File: src/rtl/hz_pkg.sv
package hz_pkg;
    typedef enum logic [1:0] {
        SEL_RF  = 2'b00,
        SEL_WB  = 2'b01,
        SEL_MEM = 2'b10
    } fwd_sel_e;

    localparam int unsigned NUM_OPND = 2;
endpackage

File: src/rtl/hz_fwd_select.sv
module hz_fwd_select
    import hz_pkg::*;
#(
    parameter int unsigned REG_AW = 5
) (
    input  logic              cons_valid,
    input  logic              use_src,
    input  logic [REG_AW-1:0] src,
    input  logic              mem_valid,
    input  logic              mem_wen,
    input  logic [REG_AW-1:0] mem_rd,
    input  logic              wb_valid,
    input  logic              wb_wen,
    input  logic [REG_AW-1:0] wb_rd,
    output logic [1:0]        sel
);
    localparam logic [REG_AW-1:0] ZERO_REG = '0;

    typedef struct packed {
        logic     hit_mem;
        logic     hit_wb;
        fwd_sel_e sel;
    } fwd_res_t;

    fwd_res_t res_d;

    always_comb begin
        res_d         = '0;
        res_d.hit_mem = cons_valid && use_src && (src != ZERO_REG)
                        && mem_valid && mem_wen && (mem_rd == src);
        res_d.hit_wb  = cons_valid && use_src && (src != ZERO_REG)
                        && wb_valid && wb_wen && (wb_rd == src);
        if (res_d.hit_mem)
            res_d.sel = SEL_MEM;
        else if (res_d.hit_wb)
            res_d.sel = SEL_WB;
        else
            res_d.sel = SEL_RF;
    end

    assign sel = res_d.sel;

    always_comb begin
        AST_SEL_LEGAL: assert (sel != 2'b11) else $error("illegal select");
        AST_ZERO_NOFWD: assert (src != ZERO_REG || sel == 2'b00) else $error("r0 forwarded");
        AST_UNUSED_RF: assert (use_src || sel == 2'b00) else $error("unused operand forwarded");
        AST_NOCONS_RF: assert (cons_valid || sel == 2'b00) else $error("invalid consumer forwarded");
    end
endmodule

File: src/rtl/hz_interlock.sv
module hz_interlock #(
    parameter int unsigned REG_AW = 5
) (
    input  logic              id_valid,
    input  logic [REG_AW-1:0] id_rs1,
    input  logic [REG_AW-1:0] id_rs2,
    input  logic              id_use_rs1,
    input  logic              id_use_rs2,
    input  logic              ex_valid,
    input  logic [REG_AW-1:0] ex_rd,
    input  logic              ex_wen,
    input  logic              ex_is_load,
    input  logic              wb_valid,
    input  logic [REG_AW-1:0] wb_rd,
    input  logic              wb_wen,
    output logic              load_use,
    output logic              port_conflict
);
    localparam logic [REG_AW-1:0] ZERO_REG = '0;

    typedef struct packed {
        logic load_pending;
        logic wb_port_busy;
        logic load_use;
        logic port_conflict;
    } ilk_res_t;

    ilk_res_t res_d;

    always_comb begin
        res_d               = '0;
        res_d.load_pending  = ex_valid && ex_is_load && ex_wen && (ex_rd != ZERO_REG);
        res_d.wb_port_busy  = wb_valid && wb_wen && (wb_rd != ZERO_REG);
        res_d.load_use      = id_valid && res_d.load_pending
                              && ((id_use_rs1 && id_rs1 == ex_rd)
                               || (id_use_rs2 && id_rs2 == ex_rd));
        res_d.port_conflict = id_valid && id_use_rs1 && id_use_rs2 && res_d.wb_port_busy;
    end

    assign load_use      = res_d.load_use;
    assign port_conflict = res_d.port_conflict;

    always_comb begin
        AST_LOAD_R0_NOSTALL: assert (ex_rd != ZERO_REG || !load_use) else $error("r0 load stall");
        AST_LOAD_NEEDS_READ: assert (id_use_rs1 || id_use_rs2 || !load_use) else $error("stall without read");
        AST_PORT_NEEDS_WB: assert (!port_conflict || (wb_valid && wb_wen)) else $error("port conflict without write");
    end
endmodule

File: src/rtl/hz_unit.sv
module hz_unit
    import hz_pkg::*;
#(
    parameter int unsigned REG_AW = 5
) (
    input  logic              id_valid,
    input  logic [REG_AW-1:0] id_rs1,
    input  logic [REG_AW-1:0] id_rs2,
    input  logic              id_use_rs1,
    input  logic              id_use_rs2,
    input  logic              ex_valid,
    input  logic [REG_AW-1:0] ex_rs1,
    input  logic [REG_AW-1:0] ex_rs2,
    input  logic              ex_use_rs1,
    input  logic              ex_use_rs2,
    input  logic [REG_AW-1:0] ex_rd,
    input  logic              ex_wen,
    input  logic              ex_is_load,
    input  logic              mem_valid,
    input  logic [REG_AW-1:0] mem_rd,
    input  logic              mem_wen,
    input  logic              wb_valid,
    input  logic [REG_AW-1:0] wb_rd,
    input  logic              wb_wen,
    output logic [1:0]        fwd_a_sel,
    output logic [1:0]        fwd_b_sel,
    output logic              stall,
    output logic              bubble
);
    logic [REG_AW-1:0] opnd_src [NUM_OPND];
    logic              opnd_use [NUM_OPND];
    logic [1:0]        opnd_sel [NUM_OPND];

    assign opnd_src[0] = ex_rs1;
    assign opnd_src[1] = ex_rs2;
    assign opnd_use[0] = ex_use_rs1;
    assign opnd_use[1] = ex_use_rs2;

    for (genvar g = 0; g < NUM_OPND; g++) begin : g_opnd
        hz_fwd_select #(.REG_AW(REG_AW)) u_sel (
            .cons_valid (ex_valid),
            .use_src    (opnd_use[g]),
            .src        (opnd_src[g]),
            .mem_valid  (mem_valid),
            .mem_wen    (mem_wen),
            .mem_rd     (mem_rd),
            .wb_valid   (wb_valid),
            .wb_wen     (wb_wen),
            .wb_rd      (wb_rd),
            .sel        (opnd_sel[g])
        );
    end

    logic load_use;
    logic port_conflict;

    hz_interlock #(.REG_AW(REG_AW)) u_ilk (
        .id_valid      (id_valid),
        .id_rs1        (id_rs1),
        .id_rs2        (id_rs2),
        .id_use_rs1    (id_use_rs1),
        .id_use_rs2    (id_use_rs2),
        .ex_valid      (ex_valid),
        .ex_rd         (ex_rd),
        .ex_wen        (ex_wen),
        .ex_is_load    (ex_is_load),
        .wb_valid      (wb_valid),
        .wb_rd         (wb_rd),
        .wb_wen        (wb_wen),
        .load_use      (load_use),
        .port_conflict (port_conflict)
    );

    typedef struct packed {
        logic [1:0] fwd_a;
        logic [1:0] fwd_b;
        logic       hold;
        logic       flush;
    } ctl_t;

    ctl_t ctl_d;

    always_comb begin
        ctl_d       = '0;
        ctl_d.fwd_a = opnd_sel[0];
        ctl_d.fwd_b = opnd_sel[1];
        ctl_d.hold  = load_use || port_conflict;
        ctl_d.flush = ctl_d.hold;
    end

    assign fwd_a_sel = ctl_d.fwd_a;
    assign fwd_b_sel = ctl_d.fwd_b;
    assign stall     = ctl_d.hold;
    assign bubble    = ctl_d.flush;

    always_comb begin
        AST_STALL_NEEDS_ID: assert (id_valid || !stall) else $error("stall with empty decode");
        AST_STALL_HAS_CAUSE: assert (!stall || (ex_valid && ex_is_load) || wb_valid) else $error("stall without cause");
    end
endmodule

File: config.mk
export PLATFORM = sky130hd
export DESIGN_NAME = hz_unit
export DESIGN_NICKNAME = d
export VERILOG_FILES = /design/src/rtl/hz_pkg.sv /design/src/rtl/hz_fwd_select.sv /design/src/rtl/hz_interlock.sv /design/src/rtl/hz_unit.sv
export SDC_FILE = /design/constraint.sdc
export NUM_CORES = 1
export LEC_CHECK = 0
export BUFFER_PORTS_ARGS = -buffer_cell sky130_fd_sc_hd__buf_4
export CAP_MARGIN = 0
export CORE_AREA = 2 2 41 43
export DETAILED_ROUTE_END_ITERATION = 16
export DIE_AREA = 0 0 43 45
export MAX_ROUTING_LAYER = met4
export PLACE_DENSITY_LB_ADDON = 0.2
export SYNTH_ARGS = -nofsm -noshare
export SYNTH_HDL_FRONTEND = slang
export SYNTH_SLANG_ARGS = --single-unit
File: constraint.sdc
create_clock -name vclk -period 0.9
set_input_delay 0 -clock vclk [all_inputs]
set_output_delay 0 -clock vclk [all_outputs]
set_load 0.005 [all_outputs]
==> results.md, run 1 <==
* Status: finished with violations
* Failing checks: setup timing
* Nets at 175
* GP Congestion at between 0.7 and 0.8
* Die Y at 45 µm
* First-pass GRT wire length at approximately 3200 µm
* P_leak at 0.505 nW
* Achievable Freq at 829 MHz
* Met2 usage at 0.421
* I/O pin count at between 50 and 60
* Post-Synthesis Cells at 57
* Post-Layout Cell Count at 142
* Met3 GRT Util at 0.0160
* Largest family of logic cells by synthesized area: XOR/XNOR gates
* DR WL/cell at 14.1 µm
* CP Cell Sequence: buf_6 -> or4_4 -> o211ai_2 -> nor4_2 -> nor3_1 -> buf_4
* DRC at 0
* Synth area leader: xor2_1
* Adder-cell share of the synthesized area at 0
* Vias per cell at 5.04
* Met1 usage at 0.246
* Diodes inserted at 0
* CTS hold repair buffers at 0
* Gr busiest metal: met2
* Core Footprint at 1470 µm²
* Residual overflow from global routing at 0
* Largest stage delay, worst path at 0.52 ns
* Vias in the first global route at 775
* Starting Density at 0.308
* Worst EP arrival at 1.21 ns
* Layout cells sized above 1 at 0.643
* RSZ-0062 raised after global routing: true
* Max Cap Viol at 0
* YS warnings at 0
* Largest net degree at the start of global routing at 4
* Cell Rows at 14
* Crit start category: input port
* Initial antenna violation count at 0
* DIE WIDTH at about 43 µm
* Mapped Nets at between 100 and 150
* Routed wire length at about 2000 µm
* Initial drt markers at 2
* CP required at about 0.90 ns
* Post-synthesis mux area share at 0
* Commonest non-fill, non-tap cells in the layout: 61 x buf_4, 18 x xor2_1, 10 x xnor2_1, 9 x buf_6, 5 x nand4_1
* Hold WS at 0.352 ns
* Slew Limit Fails at 0
* Synthesized area at 453 µm²
* Least-Margin Pin Slew at 0.360 ns
* Detailed Routing Iterations Pass 1 at 2
* Clock buffers at 0
* Hold Path Depth at 4
* Critical path startpoint: ex_rs1[0]
* Seq cells at 0
* Peak VDD IR at 0.256 mV
* Avg Cell Area, Syn at about 7.9 µm²
* Slowest CP cell: or4_4
* Flip-flop and latch area at 0 µm²
* GRT Total Usage at 0.217
* Post-DRT Antenna Nets at 0
* Setup Crit Path Kind: in -> out
* Finish-stage setup viols at 6
* Sequential area share after synthesis at 0
* Final WS setup at -0.306 ns
* Post-synth top area share at 0.348
* Synth cell types at 16
* Post-Synth Simple-Gate Area at 0.301
* Placed insts at 140
* Setup crit end: fwd_a_sel[0]
* Total die area at 1940 µm²
* Final worst-path cycle share at 1.34
* Crit-path max FO at 2
* Crit. End Element: output pin
* Max-slew headroom at 0.758
* PD cells at 418 nW/µm²
* Via count at 716
* DPL Wire Length at 1630 µm
* Most common cell after layout, fill and taps aside: buf_4
* Post-synthesis compound-gate area fraction at 0.102
* Minimum clock period at around 1.2 ns
* Synth Area in XOR/XNOR at 0.580
* Synthesis-to-layout area growth at 138%
* Min-delay worst type: in -> out
* Top post-synthesis cells by area: xor2_1 35%, xnor2_1 23%, nor4_1 8.3%, nand4_1 6.9%, or4_1 6.6%
* Final Hold Viols at 0
* IO buf count at 53
-- worst min-delay path by stage --
stage	slack, ns	from	end
CTS	0.35	id_use_rs2	stall
finish	0.35	id_use_rs2	bubble
floorplan	0.1	wb_wen	fwd_a_sel[0]
global route	0.39	wb_wen	fwd_a_sel[0]
detailed placement	0.35	id_use_rs2	stall
global placement	0.35	id_use_rs2	stall
-- kinds of logic after synthesis --
family                 after synthesis
XOR/XNOR                            30
AND/OR/NAND/NOR                     21
AO/OA/AOI/OAI                        5
buffers and inverters                1
-- through the flow --
stage | setup WS (ns) | utilization | power (mW) | TNS [ns] | cell area (µm²)
floorplan | -0.0645 | - | 0.128 | -0.128 | 468
CTS | -0.291 | 0.728 | 0.443 | -1.29 | 1070
global route | -0.366 | 0.734 | 0.485 | -1.84 | 1080
detailed placement | -0.324 | 0.673 | 0.407 | -1.54 | 991
finish | -0.306 | 0.734 | 0.452 | -1.39 | 1080
global placement | -0.274 | 0.673 | 0.396 | -1.44 | 991
-- cell usage after synthesis (all sizes together) --
library cell	instances
a31oi	1
nor2	1
o211ai	3
nand2	1
nor4	6
and4	1
nand4	5
xor2	18
nor3	2
or4	4
xnor2	12
and3	1
buf	1
o31ai	1
-- where the power goes --
group | total, mW | leakage, nW | internal, mW | switching [mW]
Combinational | 0.452 | 0.505 | 0.282 | 0.170
Clock | 0 | 0 | 0 | 0
Sequential | 0 | 0 | 0 | 0
-- metal layers --
| metal | vias to the layer above | routed length [µm] |
|---|---|---|
| met5 | - | 0 |
| met4 | 0 | 44 |
| met3 | 5 | 141 |
| met2 | 35 | 1080 |
| met1 | 322 | 743 |
| li1 | 354 | - |
-- cell type report --
class	count	area, µm²
timing repair buffer	70	559
fill	119	392
multi-input combinational	56	500
tap	16	20.0
-- critical path: cells and delay by family --
family                 cells  cell delay [ns]
and+or+nand+nor            3             0.78
buffers and inverters      2             0.24
AOI/OAI and AO/OA          1             0.19
-- repair_timing --
| action | 4_1_cts | 5_1_grt |
|---|---|---|
| gates resized for setup | 14 | 1 |
| pin swaps | 6 | 0 |
| buffers inserted | 2 | 0 |
| setup endpoints to repair | 6 | 6 |
| endpoints found under the hold margin | 0 | 0 |
Note: power is estimated with default switching activity, not from simulation.
==> run 2, diff against run 1 <==
--- a/config.mk
+++ b/config.mk
@@ -7,11 +7,12 @@
 export LEC_CHECK = 0
 export BUFFER_PORTS_ARGS = -buffer_cell sky130_fd_sc_hd__buf_4
 export CAP_MARGIN = 0
-export CORE_AREA = 2 2 41 43
+export CORE_AREA = 2 2 42 44
 export DETAILED_ROUTE_END_ITERATION = 16
-export DIE_AREA = 0 0 43 45
+export DIE_AREA = 0 0 44 46
 export MAX_ROUTING_LAYER = met4
 export PLACE_DENSITY_LB_ADDON = 0.2
 export SYNTH_ARGS = -nofsm -noshare
 export SYNTH_HDL_FRONTEND = slang
+export SYNTH_HIERARCHICAL = 1
 export SYNTH_SLANG_ARGS = --single-unit
==> results.md, run 2 <==
* Status: finished with violations
* Failing checks: setup timing
* Clock buffers at 0 (unchanged)
* GRT Total Usage at 0.201 (-0.0166)
* PD cells at 430 nW/µm² (+2.9%)
* Layout cells sized above 1 at 0.646 (+0.00281)
* Via count at 716 (unchanged)
* Crit-path max FO at 2 (unchanged)
* Core Footprint at 1610 µm² (+9.7%)
* GP Congestion at 0.822 (+5.1%)
* Final core occ at 0.684 (-0.0501)
* CP required at 0.90 ns (about the same)
* Residual overflow from global routing at 0 (unchanged)
* Total die area at 2020 µm² (+4.6%)
* Comb pwr share at 1.000 (about the same)
* Vias in the first global route at 760 (-1.9%)
* FILL cells at 130 (+9.2%)
* Vias per cell at 4.97 (-1.4%)
* Synth area leader: xor2_1
* Seq cells at 0 (unchanged)
* P_leak at 0.492 nW (-2.7%)
* Avg Cell Area, Syn at 7.90 µm² (-0.62%)
* Sequential Power Share at 0 (unchanged)
* DP Area at 976 µm² (-1.5%)
* Mapped Nets at 108 (+3.8%)
* Initial antenna violation count at 0 (unchanged)
* Diodes inserted at 0 (unchanged)
* Min-delay worst type: in -> out
* RSZ-0062 raised after global routing: true
* First-pass GRT wire length at 3030 µm (-5.2%)
* Crit start category: input port
* Synthesis-to-layout area growth at 129%
* Initial drt markers at 3 (+1)
* Post-DRT Antenna Nets at 0 (unchanged)
* Most common cell after layout, fill and taps aside: buf_4
* Max-slew headroom at 0.817 (+0.0594)
* Clk pwr share at 0 (unchanged)
* Cell Rows at 15 (+1)
* DR WL/cell at 14.1 µm (+0.18%)
* Slew Limit Fails at 0 (unchanged)
* Routed wire length at 2040 µm (+1.6%)
* Final Hold Viols at 0 (unchanged)
* Detailed Routing Iterations Pass 1 at 2 (unchanged)
* Finish-stage setup viols at 6 (unchanged)
* Largest net degree at the start of global routing at 4 (unchanged)
* Sequential area share after synthesis at 0 (unchanged)
* Setup Crit Path Kind: in -> out
* Flip-flop and latch area at 0 µm² (unchanged)
* CTS hold repair buffers at 0 (unchanged)
* I/O pin count at 53 (unchanged)
* Commonest non-fill, non-tap cells in the layout: 57 x buf_4, 15 x xor2_1, 13 x xnor2_1, 9 x buf_6, 5 x nand4_1
* Sw Ratio at 0.395 (+0.0188)
* Nets at 176 (+0.57%)
* Synth cell types at 15 (-1)
* Max Cap Viol at 0 (unchanged)
* Post-Synthesis Cells at 61 (+7.0%)
* DIE WIDTH at 44 µm (+2.3%)
* Top post-synthesis cells by area: xor2_1 29%, xnor2_1 25%, nor3_2 8.3%, nand4_1 6.5%, nand3_1 5.2%
* Final worst-path cycle share at 1.40 (+0.0640)
* YS warnings at 6 (+6)
* Worst EP arrival at 1.26 ns (+0.05 ns)
* Synth cell count leaders: 16 x xor2_1, 14 x xnor2_1, 5 x nand3_1, 5 x nand4_1
* Peak VDD IR at 0.230 mV (-10%)
* Final WS setup at -0.364 ns (-0.0576 ns)
* Die Y at 46 µm (+2.2%)
* Achievable Freq at 791 MHz (-4.6%)
* Minimum clock period at 1.26 ns (+0.0576 ns)
* DPL Wire Length at 1650 µm (+1.1%)
* Synthesized area at 482 µm² (+6.4%)
* DRC at 0 (unchanged)
* Crit. End Element: output pin
* Final instance area at 1100 µm² (+2.2%)
* Least-Margin Pin Slew at 0.272 ns (-0.0881 ns)
* Post-synth top area share at 0.291 (-0.0572)
* IO buf count at 53 (unchanged)
* Net switching power at 187 µW (+10%)
* Starting Density at 0.298 (-0.00937)
* Internal power at 288 µW (+2.0%)
* Cell with the most instances after synthesis: xor2_1
run 2: cell count changes in the layout (fill, tap and decap cells not counted), sizes merged, moves of 2 or more:
cell / previous run / this run
xor2: 18 / 16
buf: 70 / 67
or4: 4 / 2
nor3: 2 / 6
nand3: 0 / 5
nor4: 6 / 4
xnor2: 12 / 14
run 2: metal layers:
layer | track usage | vias up | part of all wire
met5 | - | - | 0
li1 | - | 357 | -
met2 | 0.391 | 34 | 0.53
met3 | 0.0238 | 6 | 0.081
met1 | 0.208 | 319 | 0.37
met4 | 0.0606 | 0 | 0.025
run 2: critical path, stage by stage:
cell,delay [ns]
buf_6,0.09
xor2_2,0.16
nor4_2,0.32
nand3_1,0.18
a221oi_2,0.23
or2_1,0.16
buf_4,0.12
run 2: final timing paths:
check	from	end	depth (start not counted)
worst min-delay path	mem_valid	fwd_a_sel[1]	4
worst max-delay path	id_rs2[1]	bubble	7
run 2: cell families after synthesis:
logic type / Yosys count / synth area share
xor+xnor: 30 / 0.545
compound gates: 4 / 0.0935
buf+inv: 1 / 0.0156
simple gates: 26 / 0.345
run 2: final cells by class:
class | instances | area, µm² | area share
Multi-Input combinational cell | 60 | 538 | 0.488
Tap cell | 17 | 21.3 | 0.0193
Timing Repair Buffer | 67 | 544 | 0.493
run 2: what timing repair did:
action / in CTS / in global routing
pin swaps: 11 / 8
setup buffers: 3 / 1
endpoints found under the hold margin: 0 / 0
resized for setup: 11 / 8
endpoints found under the setup margin: 6 / 6
run 2: power by group through the flow:
stage	registers, mW	clock network [mW]	logic, mW
4_1_cts	0	0	0.445
3_3_place_gp	0	0	0.399
3_5_place_dp	0	0	0.408
5_1_grt	0	0	0.512
6_report	0	0	0.475
2_1_floorplan	0	0	0.136
run 2: through the flow:
stage	total power, mW	hold WS (ns)	std cells	setup TNS [ns]	setup slack [ns]
floorplan	0.136	0.107	61	-0.111	-0.0775
global placement	0.399	0.367	140	-1.56	-0.339
detailed placement	0.408	0.373	140	-1.71	-0.378
CTS	0.445	0.371	143	-1.32	-0.290
global route	0.512	0.389	144	-1.69	-0.396
finish	0.475	0.370	144	-1.46	-0.364
==> run 3, diff against run 2 <==
==> constraint.sdc (replaced) <==
create_clock -name vclk -period 0.9
set_input_delay 0 -clock vclk [all_inputs]
set_output_delay 0 -clock vclk [all_outputs]
set_load 0.1 [all_outputs]
==> results.md, run 3 (synthesis results as in run 2) <==
* Worst path bufs/invs at 2 (unchanged)
* Failing checks: setup timing
* Crit. End Element: output pin
* Total power at 536 µW (+13%)
* Layout cells sized above 1 at 0.702 (+0.0566)
* Final WS setup at -0.401 ns (-0.0370 ns)
* I/O pin count at 53 (unchanged)
* Hold Path Depth at 4 (unchanged)
* Peak VDD IR at 0.258 mV (+12%)
* Setup Crit Path Kind: in -> out
* PD cells at 417 nW/µm² (-3.2%)
* Largest stage delay, worst path at 0.29 ns (-0.03 ns)
* IO buf count at 53 (unchanged)
* Routed wire length at 2030 µm (-0.59%)
* Final Hold Viols at 0 (unchanged)
* DRC at 0 (unchanged)
* Residual overflow from global routing at 0 (unchanged)
* Nets at 180 (+2.3%)
* FILL cells at 112 (-14%)
* Die Y at 46 µm (unchanged)
* Vias per cell at 4.86 (-2.2%)
* Commonest non-fill, non-tap cells in the layout: 53 x buf_4, 16 x xor2_1, 10 x buf_6, 8 x xnor2_2
* Slew Limit Fails at 0 (unchanged)
* Achievable Freq at 769 MHz (-2.8%)
* CP Depth at 7 (unchanged)
* DP Worst Slack at -0.494 ns (-0.116 ns)
* Least-Margin Pin Slew at 0.266 ns (-0.00581 ns)
* Worst EP arrival at 1.30 ns (+0.04 ns)
* Initial drt markers at 1 (-2)
* DPL Wire Length at 1710 µm (+3.7%)
* Clock buffers at 0 (unchanged)
* Status: finished with violations
* DIE WIDTH at 44 µm (unchanged)
* Vias in the first global route at 756 (-0.53%)
* Hold path start: wb_valid
* Final core occ at 0.797 (+0.113)
* GRT Total Usage at 0.216 (+0.0151)
* Post-DRT Antenna Nets at 0 (unchanged)
* DR WL/cell at 13.7 µm (-3.3%)
* Cell family with most CP delay: simple AND/OR/NAND/NOR gates
* Minimum clock period at 1.30 ns (+0.0370 ns)
* Cell Rows at 15 (unchanged)
* Crit start category: input port
* Starting Density at 0.298 (unchanged)
* Detailed Routing Iterations Pass 1 at 2 (unchanged)
* Synthesis-to-layout area growth at 167%
* Total die area at 2020 µm² (unchanged)
* Crit-path max FO at 3 (+1)
* Via count at 720 (+0.56%)
* CTS hold repair buffers at 0 (unchanged)
* CP Cell Sequence: buf_6 -> xor2_1 -> nor4_1 -> nand3_1 -> a221oi_2 -> or2_4 -> buf_12
* Flip-flop and latch area at 0 µm² (unchanged)
* Max-slew headroom at 0.821 (+0.00374)
* Multi-input logic area at 604 µm² (+12%)
* Worst Hold End: fwd_a_sel[0]
* Initial antenna violation count at 0 (unchanged)
* Largest net degree at the start of global routing at 4 (unchanged)
* GP Congestion at 0.796 (-3.2%)
* Core Footprint at 1610 µm² (unchanged)
* Max Cap Viol at 0 (unchanged)
* First-pass GRT wire length at 3170 µm (+4.8%)
* CP required at 0.90 ns (about the same)
* Min-delay worst type: in -> out
* P_leak at 0.597 nW (+21%)
* Seq cells at 0 (unchanged)
* Slowest CP cell: nor4_1
* Final worst-path cycle share at 1.45 (+0.0411)
* RSZ-0062 raised after global routing: true
* Finish-stage setup viols at 6 (unchanged)
* Most common cell after layout, fill and taps aside: buf_4
* Setup TNS at -2.14 ns (-0.683 ns)
* Diodes inserted at 0 (unchanged)
[run 3: changes by cell type in the layout (fill, tap and decap cells not counted), sizes merged]
cell and change:
buf +4
[run 3: where the power goes]
part | leakage, nW | total [mW] | internal (mW) | switching [mW]
combinational | 0.597 | 0.536 | 0.320 | 0.216
clock | 0 | 0 | 0 | 0
sequential | 0 | 0 | 0 | 0
total | 0.597 | 0.536 | 0.320 | 0.216
[run 3: cell type report]
| cell class | count | area share |
|---|---|---|
| Timing Repair Buffer | 71 | 0.514 |
| Multi-Input combinational cell | 60 | 0.470 |
| Tap cell | 17 | 0.0165 |
[run 3: worst max-delay path by stage]
stage                         to      start
floorplan           fwd_a_sel[0]  ex_rs1[3]
global placement          bubble   ex_rd[1]
detailed placement        bubble   ex_rd[4]
CTS                       bubble  id_rs2[2]
global route              bubble  id_rs2[2]
finish                    bubble   ex_rd[1]
[run 3: stage by stage]
stage / std cells / cell area, µm² / hold slack (ns)
floorplan: 61 / 592 / 0.224
global placement: 147 / 1120 / 0.539
detailed placement: 147 / 1120 / 0.540
CTS: 148 / 1250 / 0.487
global route: 148 / 1290 / 0.487
finish: 148 / 1290 / 0.472
[run 3: timing repair]
| item | CTS | global route |
|---|---|---|
| pin swaps | 13 | 3 |
| endpoints found under the setup margin | 6 | 6 |
| setup buffers | 1 | 0 |
| resized for setup | 31 | 6 |
| cloned | 0 | 0 |
[run 3: per-layer routing]
metal | global-route usage | wire length, µm | vias up
li1 | - | - | 367
met1 | 0.215 | 672 | 327
met2 | 0.479 | 1270 | 26
met3 | 0.00397 | 86 | 0
met4 | 0 | 0 | 0
met5 | - | 0 | -
